### config.mk
export PLATFORM = sky130hd
export DESIGN_NAME = acc_alu
export DESIGN_NICKNAME = d
export VERILOG_FILES = /design/src/rtl/acc_alu.sv
export SDC_FILE = /design/constraint.sdc
export NUM_CORES = 1
export LEC_CHECK = 0
export ABC_AREA = 1
export BUFFER_PORTS_ARGS = -buffer_cell sky130_fd_sc_hd__buf_2
export CELL_PAD_IN_SITES_DETAIL_PLACEMENT = 1
export CELL_PAD_IN_SITES_GLOBAL_PLACEMENT = 2
export CORE_UTILIZATION = 28
export DETAILED_ROUTE_END_ITERATION = 8
export GPL_ROUTABILITY_DRIVEN = 0
export PLACE_DENSITY = 0.81
export SLEW_MARGIN = 15
export SYNTH_ARGS = -nofsm -noshare
export SYNTH_HDL_FRONTEND = slang
export SYNTH_SLANG_ARGS = --single-unit
### constraint.sdc
create_clock -name clk -period 3.6 [get_ports clk]
set_input_delay 0.72 -clock clk [delete_from_list [all_inputs] [get_ports clk]]
set_output_delay 0.72 -clock clk [all_outputs]
set_load 0.1 [all_outputs]
### src/rtl/acc_alu.sv
module acc_alu (
  input  logic       clk,
  input  logic       rst_n,
  input  logic       en,
  input  logic [4:0] op,
  input  logic [7:0] opnd,
  input  logic       bit_in,
  output logic [7:0] acc,
  output logic       cy,
  output logic       ac,
  output logic       ov,
  output logic       par,
  output logic [7:0] dest,
  output logic       dest_we
);
  localparam logic [4:0] OP_LDA  = 5'd1,  OP_ADD  = 5'd2,  OP_ADDC = 5'd3,  OP_SUBB = 5'd4;
  localparam logic [4:0] OP_ANL  = 5'd5,  OP_ORL  = 5'd6,  OP_XRL  = 5'd7,  OP_INCA = 5'd8;
  localparam logic [4:0] OP_DECA = 5'd9,  OP_CLRA = 5'd10, OP_CPLA = 5'd11, OP_RL   = 5'd12;
  localparam logic [4:0] OP_RLC  = 5'd13, OP_RR   = 5'd14, OP_RRC  = 5'd15, OP_SWAP = 5'd16;
  localparam logic [4:0] OP_XCH  = 5'd17, OP_XCHD = 5'd18, OP_INCM = 5'd19, OP_DECM = 5'd20;
  localparam logic [4:0] OP_ANLM = 5'd21, OP_ORLM = 5'd22, OP_XRLM = 5'd23, OP_CANL = 5'd24;
  localparam logic [4:0] OP_CANN = 5'd25, OP_CORL = 5'd26, OP_SETC = 5'd27, OP_CLRC = 5'd28;
  localparam logic [4:0] OP_CPLC = 5'd29;

  logic       is_sub;
  logic [7:0] b;
  logic       cin;
  logic [4:0] lo;
  logic [7:0] lo7;
  logic [8:0] sum;
  logic [7:0] acc_n;
  logic       cy_n, ac_n, ov_n, wr;

  assign is_sub = (op == OP_SUBB);
  assign b      = is_sub ? ~opnd : opnd;
  assign cin    = is_sub ? ~cy : ((op == OP_ADDC) & cy);
  assign lo     = {1'b0, acc[3:0]} + {1'b0, b[3:0]} + {4'd0, cin};
  assign lo7    = {1'b0, acc[6:0]} + {1'b0, b[6:0]} + {7'd0, cin};
  assign sum    = {1'b0, acc} + {1'b0, b} + {8'd0, cin};
  assign dest_we = en & wr;

  always_comb begin
    acc_n = acc;
    cy_n  = cy;
    ac_n  = ac;
    ov_n  = ov;
    dest  = opnd;
    wr    = 1'b0;
    case (op)
      OP_LDA:  acc_n = opnd;
      OP_ADD, OP_ADDC, OP_SUBB: begin
        acc_n = sum[7:0];
        cy_n  = sum[8] ^ is_sub;
        ac_n  = lo[4] ^ is_sub;
        ov_n  = lo7[7] ^ sum[8];
      end
      OP_ANL:  acc_n = acc & opnd;
      OP_ORL:  acc_n = acc | opnd;
      OP_XRL:  acc_n = acc ^ opnd;
      OP_INCA: acc_n = acc + 8'd1;
      OP_DECA: acc_n = acc - 8'd1;
      OP_CLRA: acc_n = 8'd0;
      OP_CPLA: acc_n = ~acc;
      OP_RL:   acc_n = {acc[6:0], acc[7]};
      OP_RLC:  begin acc_n = {acc[6:0], cy}; cy_n = acc[7]; end
      OP_RR:   acc_n = {acc[0], acc[7:1]};
      OP_RRC:  begin acc_n = {cy, acc[7:1]}; cy_n = acc[0]; end
      OP_SWAP: acc_n = {acc[3:0], acc[7:4]};
      OP_XCH:  begin acc_n = opnd; dest = acc; wr = 1'b1; end
      OP_XCHD: begin acc_n = {acc[7:4], opnd[3:0]}; dest = {opnd[7:4], acc[3:0]}; wr = 1'b1; end
      OP_INCM: begin dest = opnd + 8'd1; wr = 1'b1; end
      OP_DECM: begin dest = opnd - 8'd1; wr = 1'b1; end
      OP_ANLM: begin dest = opnd & acc; wr = 1'b1; end
      OP_ORLM: begin dest = opnd | acc; wr = 1'b1; end
      OP_XRLM: begin dest = opnd ^ acc; wr = 1'b1; end
      OP_CANL: cy_n = cy & bit_in;
      OP_CANN: cy_n = cy & ~bit_in;
      OP_CORL: cy_n = cy | bit_in;
      OP_SETC: cy_n = 1'b1;
      OP_CLRC: cy_n = 1'b0;
      OP_CPLC: cy_n = ~cy;
      default: ;
    endcase
  end

  always_ff @(posedge clk) begin
    if (!rst_n) begin
      acc <= 8'd0;
      cy  <= 1'b0;
      ac  <= 1'b0;
      ov  <= 1'b0;
      par <= 1'b0;
    end else if (en) begin
      acc <= acc_n;
      cy  <= cy_n;
      ac  <= ac_n;
      ov  <= ov_n;
      par <= ^acc_n;
    end
  end
endmodule

==> impl_metrics.env <==
export IMPL_wl_mm=17.5
export IMPL_layout_common_cells="nand2_1, inv_1, nand3_1"
export IMPL_p_comb_share_pct=68.7
export IMPL_syn_nets=738
export IMPL_postSynthAreaPerCell_um2=5.39
export IMPL_relSlewSlack_pct=59.5
export IMPL_postPlaceCellArea_um2=4730
export IMPL_netlist_instances=682
export IMPL_die_h_um=117
export IMPL_synth_top_area_share_pct=20.9
export IMPL_fin_skew_ns=0.00231
export IMPL_rows=41
export IMPL_drv_slew=0
export IMPL_p_sw_mw=0.668
export IMPL_synth_area_leaders="nand2_1, ha_1, nand3_1"
export IMPL_vias=5032
export IMPL_cp_start_kind="primary input"
export IMPL_synth_top_cell_by_area="nand2_1"
export IMPL_layout_drive_gt1_share_pct=24.8
export IMPL_ys_ff_latch=12
export IMPL_cts_buffer_depth=2
export IMPL_worstHoldStart="ov$_SDFFE_PN0P_"
export IMPL_final_antenna_net_count=0
export IMPL_ioPinCount=38
export IMPL_hold_path_end="ov$_SDFFE_PN0P_"
export IMPL_final_cell_area_um2=5130
export IMPL_dr_pass1_iters=4
export IMPL_p_total_mw=1.27
export IMPL_cts_tree="done"
export IMPL_cts_htree_levels=1
export IMPL_tns_ns=-0.170
export IMPL_synth_warnings=0
export IMPL_ir_drop_v=0.000146
export IMPL_synth_edf_count=0
export IMPL_timing_rr_end="par$_SDFFE_PN0P_"
export IMPL_powerDensity_nw_per_um2=248
export IMPL_rsz0062_at_grt="true"
export IMPL_overflow=0
export IMPL_dpl_hpwl_mm=14.3
export IMPL_hold_depth=2
export IMPL_num_antenna_cells=0
export IMPL_maxCapViolCount=0
export IMPL_power_frac_seq_pct=13.4
export IMPL_clkPwrFrac_pct=17.9
export IMPL_antenna_found_initial=0
export IMPL_drt_iter0_drc=284
export IMPL_tightest_slew_ns=0.607
export IMPL_rr_worst_depth=17
export IMPL_route_detailed_drc=0
export IMPL_avgViaCountPerCell=5.24
export IMPL_grt_pass1_wl_mm=27.4
export IMPL_wl_per_cell_um=18.2
export IMPL_grt_start_max_net_pins=24
export IMPL_r2r_start="acc[1]$_SDFFE_PN0P_"
export IMPL_syn_cell_area_um2=3680
export IMPL_max_freq_mhz=271
export IMPL_setup_viol=3
export IMPL_dieArea_um2=13600
export IMPL_synthArstFlopShare_pct=0
export IMPL_crit_required_ns=2.88
export IMPL_nFillCells=1784
export IMPL_root_buffer="clkbuf_16"
export IMPL_cts_sinks=12
export IMPL_synth_cell_types=40
export IMPL_status="finished, violations left"
export IMPL_ys_seq_area_share_pct=6.54
export IMPL_first_global_vias=5188
export IMPL_yosys_most_used_dff="dfxtp_1"
export IMPL_finalWorstSetupSlack_ns=-0.0834
export IMPL_clkTransAtPathRegs_ns=0.05
export IMPL_cts_made_buffers=3
export IMPL_hold_path_class="flip-flop to flip-flop"
export IMPL_violations="negative setup slack"
export IMPL_crit_fanout=5
export IMPL_p_int_mw=0.607
export IMPL_switching_share_pct=52.4
export IMPL_grtUsageTotal_pct=26.7
export IMPL_die_w_um=117
export IMPL_clock_latency_ns=0.24
export IMPL_end_kind="output port"
export IMPL_hold_violations=0
export IMPL_layout_commonest_cell="nand2_1"
export IMPL_finalCriticalPeriod_ns=3.68
export IMPL_period_share_pct=102
export IMPL_nets=846
export IMPL_arrival_ns=2.96
export IMPL_reg2reg_slack_ns=0.65
export IMPL_core_area_um2=12700
export IMPL_hold_buffers=0
export IMPL_portBuffers=37
export IMPL_power_leakage_nw=2.87
export IMPL_synthToLayoutAreaGrowth_pct=39.6
export IMPL_start_util_pct=28.9
export IMPL_critPathKind="primary input to output port"
-- metrics by stage --
step	hold slack [ns]	setup slack (ns)	utilization, %	cells
after global placement	0.526	-0.239	37.2	945
final	0.526	-0.0834	40.3	961
after detailed placement	0.522	-0.292	37.2	945
after floorplan	0.809	-0.162	-	682
after global routing	0.561	-0.261	40.3	961
after CTS	0.534	-0.116	39.1	955
-- routing by layer --
| layer | global-route usage (%) | vias to the layer above | routed length (um) |
|---|---|---|---|
| li1 | - | 2432 | - |
| met1 | 33.6 | 2421 | 7700 |
| met2 | 47.3 | 152 | 8390 |
| met3 | 3.48 | 27 | 925 |
| met4 | 7.68 | 0 | 497 |
| met5 | 0 | - | 0 |
-- cell families (layout without fill, tap and decap cells) --
logic type	Yosys count	count (layout)	share of synthesized area, %
simple gates	424	424	50.9
compound gates	75	75	12.3
buf+inv	117	224	12.6
flops	12	12	6.54
xor+xnor	15	15	3.57
fa+ha+maj	39	39	14.1
-- registers in the layout, indices dropped and copies added (netlist names) --
name	flops
cy	1
ov	1
ac	1
acc	8
par	1
-- Yosys cell counts (5+ instances only) --
master / instances
buf_2: 5
a21oi_1: 29
nor2_1: 82
nor2_2: 7
nand4_1: 22
ha_1: 35
nand2_1: 205
o21ai_0: 21
dfxtp_1: 12
nand3_1: 83
inv_2: 5
xor2_1: 11
inv_1: 97
nand3b_1: 8
-- worst max-delay path, cell delays in order --
cell and delay [ns]:
buf_8 0.10, nor2_4 0.15, nand2_4 0.07, nor2_4 0.24, buf_6 0.14, fa_2 0.20
nand2_2 0.07, nand2_2 0.07, a21oi_2 0.07, or2_4 0.26, nand2_2 0.06, a21oi_2 0.05
xor2_1 0.15, nor2_1 0.07, nor4_2 0.31, a21oi_4 0.06, buf_12 0.17
-- worst max-delay path by stage --
stage / start / endpoint / slack (ns) / cells past startpoint
floorplan: op[0] / dest[7] / -0.16 / 16
global placement: op[0] / dest[6] / -0.24 / 16
detailed placement: op[0] / dest[6] / -0.29 / 16
CTS: op[3] / dest[7] / -0.12 / 20
global route: op[1] / dest[6] / -0.26 / 17
finish: op[1] / dest[6] / -0.08 / 17
-- layout make-up --
| type | count | area (um2) | area share, % |
|---|---|---|---|
| Sequential cell | 12 | 241 | 4.71 |
| Inverter | 102 | 388 | 7.56 |
| Clock buffer | 4 | 88.8 | 1.73 |
| Tap cell | 172 | 215 | 4.19 |
| Multi-Input combinational cell | 553 | 3230 | 62.9 |
| Timing Repair Buffer | 118 | 972 | 18.9 |
-- power groups by stage --
stage          Combinational (mW)  Sequential, mW  Clock, mW
3_3_place_gp                0.795           0.172          0
4_1_cts                     0.851           0.171      0.233
2_1_floorplan               0.454           0.244          0
5_1_grt                     0.946           0.172      0.240
3_5_place_dp                0.824           0.173          0
6_report                    0.875           0.171      0.228
-- timing repair --
action | CTS | global route
buffers inserted | 6 | 7
endpoints found under the setup margin | 4 | 6
pin swaps | 17 | 27
hold endpoints to repair | 0 | 0
gates resized for setup | 29 | 28
(Power assumes the default switching activity.)
